## config.mk

```make
export PLATFORM = sky130hd
export DESIGN_NAME = mc_evt_monitor
export DESIGN_NICKNAME = d
export VERILOG_FILES = /design/src/rtl/mcm_pkg.sv /design/src/rtl/mcm_decode.sv /design/src/rtl/mcm_counter.sv /design/src/rtl/mcm_irq.sv /design/src/rtl/mc_evt_monitor.sv
export SDC_FILE = /design/constraint.sdc
export NUM_CORES = 2
export LEC_CHECK = 0
export ABC_CLOCK_PERIOD_IN_PS = 3900
export BUFFER_PORTS_ARGS = -buffer_cell sky130_fd_sc_hd__buf_4
export CORE_ASPECT_RATIO = 1.2
export CORE_MARGIN = 4
export CORE_UTILIZATION = 58
export CTS_BUF_LIST = sky130_fd_sc_hd__clkbuf_4
export CTS_CLUSTER_SIZE = 14
export DETAILED_ROUTE_END_ITERATION = 8
export GPL_TIMING_DRIVEN = 0
export PLACE_DENSITY = 0.77
export SYNTH_ARGS = -nofsm -noshare
export SYNTH_HDL_FRONTEND = slang
export SYNTH_SLANG_ARGS = --single-unit
```

## constraint.sdc

```tcl
create_clock -name clk -period 3.9 [get_ports clk]
set_input_delay 0.78 -clock clk [delete_from_list [all_inputs] [get_ports clk]]
set_output_delay 0.78 -clock clk [all_outputs]
set_load 0.005 [all_outputs]
```

## src/rtl/mcm_pkg.sv

```systemverilog
package mcm_pkg;

    localparam int NCNT   = 8;
    localparam int IDX_W  = $clog2(NCNT);
    localparam int ADDR_W = 12;
    localparam int BUS_W  = 64;
    localparam int CODE_W = 8;

    localparam logic [ADDR_W-1:0] A_CNT_BASE = 12'hE00;
    localparam logic [ADDR_W-1:0] A_SEL_BASE = 12'hE74;
    localparam logic [ADDR_W-1:0] A_ENABLE   = 12'hE70;
    localparam logic [ADDR_W-1:0] A_CTRL     = 12'hEA0;
    localparam logic [ADDR_W-1:0] A_IMASK    = 12'h528;
    localparam logic [ADDR_W-1:0] A_ISTAT    = 12'h52C;
    localparam logic [ADDR_W-1:0] A_ICLR     = 12'h530;
    localparam logic [ADDR_W-1:0] A_VERSION  = 12'h710;

    typedef enum logic [3:0] {
        RK_NONE, RK_CNT, RK_SEL, RK_CTRL, RK_EN,
        RK_IMASK, RK_ISTAT, RK_ICLR, RK_VER
    } mcm_rkind_t;

    typedef struct packed {
        mcm_rkind_t       kind;
        logic [IDX_W-1:0] idx;
    } mcm_slot_t;

    typedef struct packed {
        logic [NCNT-1:0] cnt;
        logic [NCNT-1:0] sel;
        logic            ctrl;
        logic            enable;
        logic            imask;
        logic            iclr;
    } mcm_wsel_t;

    function automatic mcm_slot_t decode_addr(input logic [ADDR_W-1:0] a);
        mcm_slot_t s;
        logic [ADDR_W-1:0] oc;
        logic [ADDR_W-1:0] os;
        s.kind = RK_NONE;
        s.idx  = '0;
        oc = a - A_CNT_BASE;
        os = a - A_SEL_BASE;
        if (oc < ADDR_W'(NCNT * 8) && oc[2:0] == 3'b000) begin
            s.kind = RK_CNT;
            s.idx  = oc[IDX_W+2:3];
        end else if (os < ADDR_W'(NCNT * 4) && os[1:0] == 2'b00) begin
            s.kind = RK_SEL;
            s.idx  = os[IDX_W+1:2];
        end else begin
            case (a)
                A_CTRL:    s.kind = RK_CTRL;
                A_ENABLE:  s.kind = RK_EN;
                A_IMASK:   s.kind = RK_IMASK;
                A_ISTAT:   s.kind = RK_ISTAT;
                A_ICLR:    s.kind = RK_ICLR;
                A_VERSION: s.kind = RK_VER;
                default:   s.kind = RK_NONE;
            endcase
        end
        return s;
    endfunction

endpackage

```

## src/rtl/mcm_decode.sv

```systemverilog
module mcm_decode
    import mcm_pkg::*;
(
    input  logic [ADDR_W-1:0] bus_addr,
    input  logic              bus_wr,
    output mcm_slot_t         slot,
    output mcm_wsel_t         wsel
);

    always_comb begin
        slot = decode_addr(bus_addr);
        wsel = '0;
        for (int i = 0; i < NCNT; i++) begin
            wsel.cnt[i] = bus_wr && slot.kind == RK_CNT && slot.idx == IDX_W'(i);
            wsel.sel[i] = bus_wr && slot.kind == RK_SEL && slot.idx == IDX_W'(i);
        end
        wsel.ctrl   = bus_wr && slot.kind == RK_CTRL;
        wsel.enable = bus_wr && slot.kind == RK_EN;
        wsel.imask  = bus_wr && slot.kind == RK_IMASK;
        wsel.iclr   = bus_wr && slot.kind == RK_ICLR;
    end

endmodule

```

## src/rtl/mcm_counter.sv

```systemverilog
module mcm_counter
    import mcm_pkg::*;
#(
    parameter int CNT_W   = 48,
    parameter int NUM_EVT = 144
) (
    input  logic               clk,
    input  logic               rst,
    input  logic               run,
    input  logic               en,
    input  logic               load,
    input  logic [CNT_W-1:0]   load_val,
    input  logic               code_wr,
    input  logic [CODE_W-1:0]  code_in,
    input  logic [NUM_EVT-1:0] evt,
    output logic [CNT_W-1:0]   cnt,
    output logic [CODE_W-1:0]  code,
    output logic               wrap
);

    localparam int PAD_W = 1 << CODE_W;

    logic [PAD_W-1:0] evt_pad;
    logic             hit;
    logic             step;

    assign evt_pad = PAD_W'(evt);

    always_comb begin
        if (code == '0)
            hit = 1'b1;
        else
            hit = (int'(code) < NUM_EVT) && evt_pad[code];
    end

    assign step = run && en && hit;
    // a preload on the same edge suppresses both the step and the wrap
    assign wrap = step && !load && (cnt == '1);

    always_ff @(posedge clk) begin
        if (rst) begin
            cnt  <= '0;
            code <= '0;
        end else begin
            if (code_wr)
                code <= code_in;
            if (load)
                cnt <= load_val;
            else if (step)
                cnt <= cnt + 1'b1;
        end
    end

endmodule

```

## src/rtl/mcm_irq.sv

```systemverilog
module mcm_irq
    import mcm_pkg::*;
(
    input  logic            clk,
    input  logic            rst,
    input  logic            mask_wr,
    input  logic            clr_wr,
    input  logic [NCNT-1:0] wbits,
    input  logic [NCNT-1:0] wrap,
    output logic [NCNT-1:0] status,
    output logic [NCNT-1:0] mask,
    output logic            irq
);

    logic [NCNT-1:0] clr_bits;

    assign clr_bits = clr_wr ? wbits : '0;

    always_ff @(posedge clk) begin
        if (rst) begin
            status <= '0;
            mask   <= '1;
        end else begin
            // a new overflow outranks a clear of the same bit
            status <= (status & ~clr_bits) | wrap;
            if (mask_wr)
                mask <= wbits;
        end
    end

    assign irq = |(status & ~mask);

endmodule

```

## src/rtl/mc_evt_monitor.sv

```systemverilog
module mc_evt_monitor
    import mcm_pkg::*;
#(
    parameter int          CNT_W   = 48,
    parameter int          NUM_EVT = 144,
    parameter logic [31:0] VERSION = 32'h0000_0200
) (
    input  logic               clk,
    input  logic               rst,
    input  logic [ADDR_W-1:0]  bus_addr,
    input  logic               bus_wr,
    input  logic [BUS_W-1:0]   bus_wdata,
    output logic [BUS_W-1:0]   bus_rdata,
    input  logic [NUM_EVT-1:0] evt_strobe,
    output logic               irq
);

    mcm_slot_t                   slot;
    mcm_wsel_t                   wsel;
    logic                        run_q;
    logic [NCNT-1:0]             en_q;
    logic [NCNT-1:0][CNT_W-1:0]  cnt_q;
    logic [NCNT-1:0][CODE_W-1:0] code_q;
    logic [NCNT-1:0]             wrap_v;
    logic [NCNT-1:0]             status_q;
    logic [NCNT-1:0]             mask_q;
    logic                        unused_bits;

    assign unused_bits = ^bus_wdata[BUS_W-1:CNT_W];

    mcm_decode u_dec (
        .bus_addr (bus_addr),
        .bus_wr   (bus_wr),
        .slot     (slot),
        .wsel     (wsel)
    );

    always_ff @(posedge clk) begin
        if (rst) begin
            run_q <= 1'b0;
            en_q  <= '0;
        end else begin
            if (wsel.ctrl)
                run_q <= bus_wdata[0];
            if (wsel.enable)
                en_q <= bus_wdata[NCNT-1:0];
        end
    end

    for (genvar g = 0; g < NCNT; g++) begin : g_cnt
        mcm_counter #(
            .CNT_W   (CNT_W),
            .NUM_EVT (NUM_EVT)
        ) u_cnt (
            .clk      (clk),
            .rst      (rst),
            .run      (run_q),
            .en       (en_q[g]),
            .load     (wsel.cnt[g]),
            .load_val (bus_wdata[CNT_W-1:0]),
            .code_wr  (wsel.sel[g]),
            .code_in  (bus_wdata[CODE_W-1:0]),
            .evt      (evt_strobe),
            .cnt      (cnt_q[g]),
            .code     (code_q[g]),
            .wrap     (wrap_v[g])
        );
    end

    mcm_irq u_irq (
        .clk     (clk),
        .rst     (rst),
        .mask_wr (wsel.imask),
        .clr_wr  (wsel.iclr),
        .wbits   (bus_wdata[NCNT-1:0]),
        .wrap    (wrap_v),
        .status  (status_q),
        .mask    (mask_q),
        .irq     (irq)
    );

    always_comb begin
        case (slot.kind)
            RK_CNT:   bus_rdata = BUS_W'(cnt_q[slot.idx]);
            RK_SEL:   bus_rdata = BUS_W'(code_q[slot.idx]);
            RK_CTRL:  bus_rdata = BUS_W'(run_q);
            RK_EN:    bus_rdata = BUS_W'(en_q);
            RK_IMASK: bus_rdata = BUS_W'(mask_q);
            RK_ISTAT: bus_rdata = BUS_W'(status_q);
            RK_VER:   bus_rdata = BUS_W'(VERSION);
            default:  bus_rdata = '0;
        endcase
    end

endmodule

```

==> results.txt, run 1 <==
The flow did not finish. The flow stopped in global routing. The first error in the log reads "[ERROR GRT-0116] Global routing finished with congestion. Check the congestion regions in the DRC Viewer". The placer congestion estimate is 1.23.

The synthesized design spends more area on one cell type than any other, namely sky130_fd_sc_hd__dfxtp_1. The combined global-route utilization of all metal layers came out at 0.714. The post-synthesis instance total is 4730. The minimum setup slack after placement came out at -1.93 ns. The number of synthesized register bits came out at roughly 470. The cell area after synthesis is 0.0391 mm^2.

For this run, asynchronously set or reset flops after synthesis account for 0. Counting flops with a built-in enable in the synthesized netlist gives 0. In the synthesized netlist the dominant register cell turns out to be sky130_fd_sc_hd__dfxtp_1.

The mean post-synth cell area is between 8 and 9 um^2. The largest net degree at the start of global routing is 17. The count of hold buffers inserted by post-cts repair came out at 0.

No sink is reached through more buffers than the 3 on the longest clock path. The buffer type at the clock tree root is sky130_fd_sc_hd__clkbuf_4. During I/O placement, the number of pins put on the boundary was roughly 290. The number of standard-cell rows in the floorplan is approximately 100. The area share of the leading cell type in the synthesized netlist is 0.242. The number of buffers added by the clock tree synthesis step came out at around 110. The sequential area share after synthesis came out at 0.242. The number of global-route vias before repair is slightly below 50k. The first-pass GRT wire length came out at about 370000 um. The H-tree generated during clock tree synthesis spans 3 levels. The height of the die is between 200 and 300 um. The estimated wirelength of the detail-placed design is roughly 170000 um. The starting density of the core came out at 0.590. Ranked by total cell area, the synthesized netlist is headed by sky130_fd_sc_hd__dfxtp_1 24%, sky130_fd_sc_hd__mux4_2 15%, sky130_fd_sc_hd__mux2i_1 4.9%.

The clock net sink count is 473. The count of buffers from port buffering is between 200 and 250. The total overflow left after global routing is 15. The synthesis warning total is 0.

In this run, distinct cell masters in the synthesized netlist total 96. The cell count after placement came out at 5850. The width of the chip came out at between 200 and 250 um.
metal layers:
| layer | global-route usage | overflow |
|---|---|---|
| met1 | 0.728 | 0 |
| met2 | 0.892 | 7 |
| met3 | 0.520 | 0 |
| met4 | 0.731 | 8 |
| met5 | 0.152 | 0 |
what timing repair did:
item                                    4_1_cts
pin swaps                                   104
endpoints found under the setup margin      440
buffers inserted                             34
endpoints found under the hold margin         0
gates cloned                                  7
gates resized for setup                     612
stage by stage:
stage          area (um^2)   util
4_1_cts              46400  0.701
3_5_place_dp         41900  0.633
3_3_place_gp         41900  0.632
2_1_floorplan        39200      -
kinds of logic after synthesis:
family | count (synthesis) | synth area share
xor+xnor | 306 | 0.0686
fa+ha+maj | 13 | 0.00416
flops | 473 | 0.242
buf+inv | 530 | 0.0605
compound gates | 964 | 0.174
simple gates | 1964 | 0.244
other cells | 1 | 0.0000960
mux | 479 | 0.206
cells in the mapped netlist, types with 13 or more instances:
cell type,instances
sky130_fd_sc_hd__nand2_1,506
sky130_fd_sc_hd__nor2_1,498
sky130_fd_sc_hd__dfxtp_1,473
sky130_fd_sc_hd__clkbuf_1,306
sky130_fd_sc_hd__nand3_1,287
sky130_fd_sc_hd__mux4_2,258
sky130_fd_sc_hd__a211oi_1,252
sky130_fd_sc_hd__xor2_1,210
sky130_fd_sc_hd__mux2i_1,193
sky130_fd_sc_hd__nand4_1,147
sky130_fd_sc_hd__and3_1,139
sky130_fd_sc_hd__o21ai_0,115
sky130_fd_sc_hd__a21oi_1,109
sky130_fd_sc_hd__nor3_1,96
sky130_fd_sc_hd__xnor2_1,96
sky130_fd_sc_hd__o22ai_1,88
sky130_fd_sc_hd__a31oi_1,79
sky130_fd_sc_hd__buf_2,71
sky130_fd_sc_hd__a22oi_1,68
sky130_fd_sc_hd__inv_1,51
sky130_fd_sc_hd__o221ai_1,51
sky130_fd_sc_hd__nor4_1,49
sky130_fd_sc_hd__buf_4,44
sky130_fd_sc_hd__nor2b_1,41
sky130_fd_sc_hd__buf_1,40
sky130_fd_sc_hd__or3_1,38
sky130_fd_sc_hd__and2_1,28
sky130_fd_sc_hd__mux2_2,28
sky130_fd_sc_hd__and4_1,27
sky130_fd_sc_hd__a311oi_1,24
sky130_fd_sc_hd__a22o_1,16
sky130_fd_sc_hd__nand3b_1,16
sky130_fd_sc_hd__o211ai_1,16
sky130_fd_sc_hd__o31ai_1,15
sky130_fd_sc_hd__a221oi_1,14
sky130_fd_sc_hd__buf_6,13
sky130_fd_sc_hd__ha_1,13
sky130_fd_sc_hd__nand4b_1,13
sky130_fd_sc_hd__nor3b_1,13
==> run 2: changes to the inputs <==
- ABC_CLOCK_PERIOD_IN_PS: 3900 -> 5070
- CORE_ASPECT_RATIO: 1.2 -> default
- CORE_UTILIZATION: 58 -> 40
- CTS_BUF_LIST: sky130_fd_sc_hd__clkbuf_4 -> default
- CTS_CLUSTER_SIZE: 14 -> default
- PLACE_DENSITY: 0.77 -> default
- PLACE_DENSITY_LB_ADDON: default -> 0.15
- clock period: 3.9 -> 5.07 ns (I/O delays scaled with it)
==> run 2 against run 1 <==
The flow now finishes, with violations (capacitance limit, slew limit, setup timing). Synthesized cell count unchanged. Area after synthesis unchanged.
==> results.txt, run 2 <==
The flow ran to the end, but the final reports show violations. The checks that failed: capacitance limit, slew limit, setup timing. The maximum achievable frequency is ~200 MHz. The width of the chip came to 321 um (+31%). The fraction of registers with async set/reset is 0 (unchanged). The number of standard-cell rows in the floorplan is 114 (+11%).

The main combinational cell family by area after synthesis is simple AND/OR/NAND/NOR gates. Yosys attributes the largest share of cell area to sky130_fd_sc_hd__dfxtp_1 24%, sky130_fd_sc_hd__mux4_2 15%, sky130_fd_sc_hd__mux2i_1 4.9%. The number of nets with antenna violations after detailed routing came out at 0. The total leakage power is between 10 and 15 nW. The number of global-route vias before repair came out at 40.5k.

The fraction of final layout cells sized beyond drive strength 1 came out at 0.196. The final cycle utilization of the critical path is 1.01. The first global-routing pass estimated about 320000 um of wire.

The cell area after synthesis is 0.0391 mm^2 (unchanged). The number of DRC markers in iteration 0 is slightly above 7k. The worst pin sits at a relative slew slack of -0.112. The global-route met1 utilization is 0.552. In the final layout, the registers with the most flip-flops are g_cnt.u_cnt.cnt x384, g_cnt.u_cnt.code x64. The area overhead of the layout relative to synthesis came out at 17.3%. The number of buffers on the longest clock path came out at 3 (unchanged). The DRC violations left came out at 0.

The final max-slew violation count came to 85. The estimated wirelength of the detail-placed design is 181000 um (+4.2%). The register with the most flip-flops is g_cnt.u_cnt.cnt. The CTS H-tree depth came out at 2 (-1). The CTS tree is done. The sum of negative setup slack is -0.127 ns. At the end of the flow the core is filled with cells to 0.473. The total congestion overflow came out at 0. The sequential area share after synthesis came out at 0.242 (unchanged). Yosys instantiated no cell more often than sky130_fd_sc_hd__nand2_1. Wires add up to between 200000 and 250000 um. The worst setup path is launched from a register.

The routed wire length per instance came out at around 37 um. The number of synthesized register bits came to 473 (unchanged). The initial antenna violation count is 7. The floorplan step defined a die boundary enclosing slightly above 0.1 mm^2. The XOR/XNOR share of the synthesized area is 0.0686 (unchanged).

Total power for the finished layout comes to 0.00938 W. The post-synthesis instance total came out at 4730 (unchanged). The routed design could run at a clock period as short as 5.12 ns.

The type of the setup path with the least slack is register to register. The count of buffers from port buffering is 211 (unchanged). The synthesis warning total is 0 (unchanged). The number of flip-flops under the largest register name is between 300 and 400. The commonest cells after synthesis are 506 x sky130_fd_sc_hd__nand2_1, 498 x sky130_fd_sc_hd__nor2_1, 473 x sky130_fd_sc_hd__dfxtp_1, 306 x sky130_fd_sc_hd__clkbuf_1, 287 x sky130_fd_sc_hd__nand3_1. Clock latency on the worst-skew pair, taken at its later pin, is 0.69 ns. The height of the die came out at 321 um (+9.7%). The final setup slack of the worst path is -0.0511 ns.

For this block, the via count after detailed routing is 44.6k. The worst-margin pin slew is between 1.5 and 2 ns. The adder-cell share of the synthesized area came to 0.00416 (unchanged). The post-synthesis compound-gate area fraction is 0.174 (unchanged). Dividing the detail-routed via count by the number of cells gives about 7.

Entering global routing, the biggest net connects 16 pins. The mean post-synth cell area is 8.26 um^2 (unchanged). The cell count after placement came to 6233 (+6.5%). Setup repair after global routing could not meet its margin everywhere.

The global routing stage identified its most utilized layer as met2. The number of buffers added by the clock tree synthesis step is 58 (-49%). The met3 global-route usage came out at 0.138. The floorplan core area came out at 0.0969 mm^2. The number of synthesized flops with an enable pin was 0 (unchanged).

The area share of the leading cell type in the synthesized netlist is 0.242 (unchanged). On the final layout, the worst clock skew is 0.0387 ns. The starting density of the core was 0.403 (-0.186). The maximum vdd ir drop came out at about 0.32 mV. The combined global-route utilization of all metal layers came out at 0.433.

The worst setup path is captured at a register. The root buffer cell chosen for the clock tree is sky130_fd_sc_hd__clkbuf_16. The clock transition time at the flip-flop clock pins of the worst setup and hold paths came out at roughly 0.06 ns. The multiplexer area fraction after synthesis came out at 0.206 (unchanged). Among all flip-flop cells after synthesis, the most frequent one is sky130_fd_sc_hd__dfxtp_1. The fraction of met2 tracks used by global routing came out at 0.637. The largest fanout on the critical path came out at 10. The synthesized design spends more area on one cell type than any other, namely sky130_fd_sc_hd__dfxtp_1.

The library cells used most frequently in the layout, excluding fill and tap cells, are 505 x sky130_fd_sc_hd__nand2_1, 489 x sky130_fd_sc_hd__nor2_1, 473 x sky130_fd_sc_hd__dfxtp_1, 274 x sky130_fd_sc_hd__nand3_1, 274 x sky130_fd_sc_hd__buf_4. The placer congestion estimate came to 1.09 (-11%). The clock net sink count is 473 (unchanged).

The final worst hold slack is roughly 0.48 ns. The count of unique library cells instantiated by Yosys is 96 (unchanged). Leaving out filler cells and counting taps, the final layout contains 6358. The final count of hold timing violations is 0. The basic-gate share of the synthesized area counting and, or, nand and nor cells came out at 0.244 (unchanged). Setup violations remaining at the end of the flow were counted as 6. The count of nets after finishing came out at 5267. The number of detailed-routing iterations run before antenna repair came out at 7. At the worst endpoint, the required time is roughly 5.7 ns. The number of ports placed on the die boundary is 288 (unchanged). The data arrival time of the critical path came out at about 5.7 ns.

The number of fillers in the final layout is 9715. The type of the tightest min-delay check is register to register. For this design the ratio of total power to cell area is ~200 mW/mm^2.

The commonest non-fill, non-tap cell in the layout is sky130_fd_sc_hd__nand2_1. The number of max-cap violations is 10.
## run 2: layout make-up
| class | instances | area, um^2 | share of cell area |
|---|---|---|---|
| antenna | 4 | 10.0 | 0.000218 |
| buffer | 471 | 2410 | 0.0525 |
| clock buffer | 86 | 1720 | 0.0375 |
| clock inverter | 21 | 334 | 0.00729 |
| inverter | 53 | 203 | 0.00442 |
| multi-input combinational | 3742 | 28300 | 0.618 |
| sequential | 473 | 9470 | 0.207 |
| tap | 1276 | 1600 | 0.0348 |
| timing repair buffer | 232 | 1780 | 0.0388 |
## run 2: worst paths after layout
check / startpoint / end / slack [ns] / cells after the start
min reg2reg: u_irq.status[2] / u_irq.status[2] / 0.48 / 2
max: g_cnt[1].u_cnt.code[2] / u_irq.status[1] / -0.05 / 12
min: u_irq.status[2] / u_irq.status[2] / 0.48 / 2
max reg2reg: g_cnt[1].u_cnt.code[2] / u_irq.status[1] / -0.05 / 12
## run 2: timing repair
| item | in CTS | in global routing |
|---|---|---|
| pin swaps | 11 | 23 |
| endpoints found under the hold margin | 0 | 0 |
| gates cloned | 0 | 0 |
| setup endpoints to repair | 49 | 77 |
| resized for setup | 246 | 125 |
| buffers inserted | 8 | 12 |
| hold buffers | 0 | 0 |
## run 2: power breakdown
part | internal [W] | switching [W]
clock network | 0.00274 | 0.00190
logic | 0.000314 | 0.000700
registers | 0.00372 | 0.00000178
## run 2: per-stage QoR
step	instance area (um^2)	setup WS [ns]
after floorplan	39100	0.402
after global placement	42300	-2.10
after detailed placement	42300	-2.09
after CTS	45300	-0.0241
after global routing	45800	-0.0658
final	45800	-0.0511
## run 2: layer usage
metal	wire, um	share of wire	vias up
met1	86900	0.37	21800
met2	95400	0.41	3565
li1	-	-	18400
met4	19200	0.083	2
met5	15	0.000065	-
met3	30800	0.13	777
## run 2: cell families after synthesis
| logic type | Yosys count |
|---|---|
| and+or+nand+nor | 1964 |
| buffers and inverters | 530 |
| DFF | 473 |
| other | 1 |
| muxes | 479 |
| adders and majority gates | 13 |
| AOI/OAI and AO/OA | 964 |
| xor gates and xnor gates | 306 |
## run 2: worst max-delay path, stage by stage (launching register included)
cell and delay, ns:
sky130_fd_sc_hd__dfxtp_1 0.60, sky130_fd_sc_hd__buf_2 0.46, sky130_fd_sc_hd__buf_2 0.48, sky130_fd_sc_hd__buf_1 0.68
sky130_fd_sc_hd__mux2i_1 0.16, sky130_fd_sc_hd__mux2i_1 0.36, sky130_fd_sc_hd__a21oi_1 0.15, sky130_fd_sc_hd__nor4_1 0.38
sky130_fd_sc_hd__a21oi_1 0.30, sky130_fd_sc_hd__nor2_1 0.29, sky130_fd_sc_hd__buf_2 0.33, sky130_fd_sc_hd__nand4_1 0.51
sky130_fd_sc_hd__a21oi_1 0.32
Note: power is estimated with default switching activity, not from simulation.
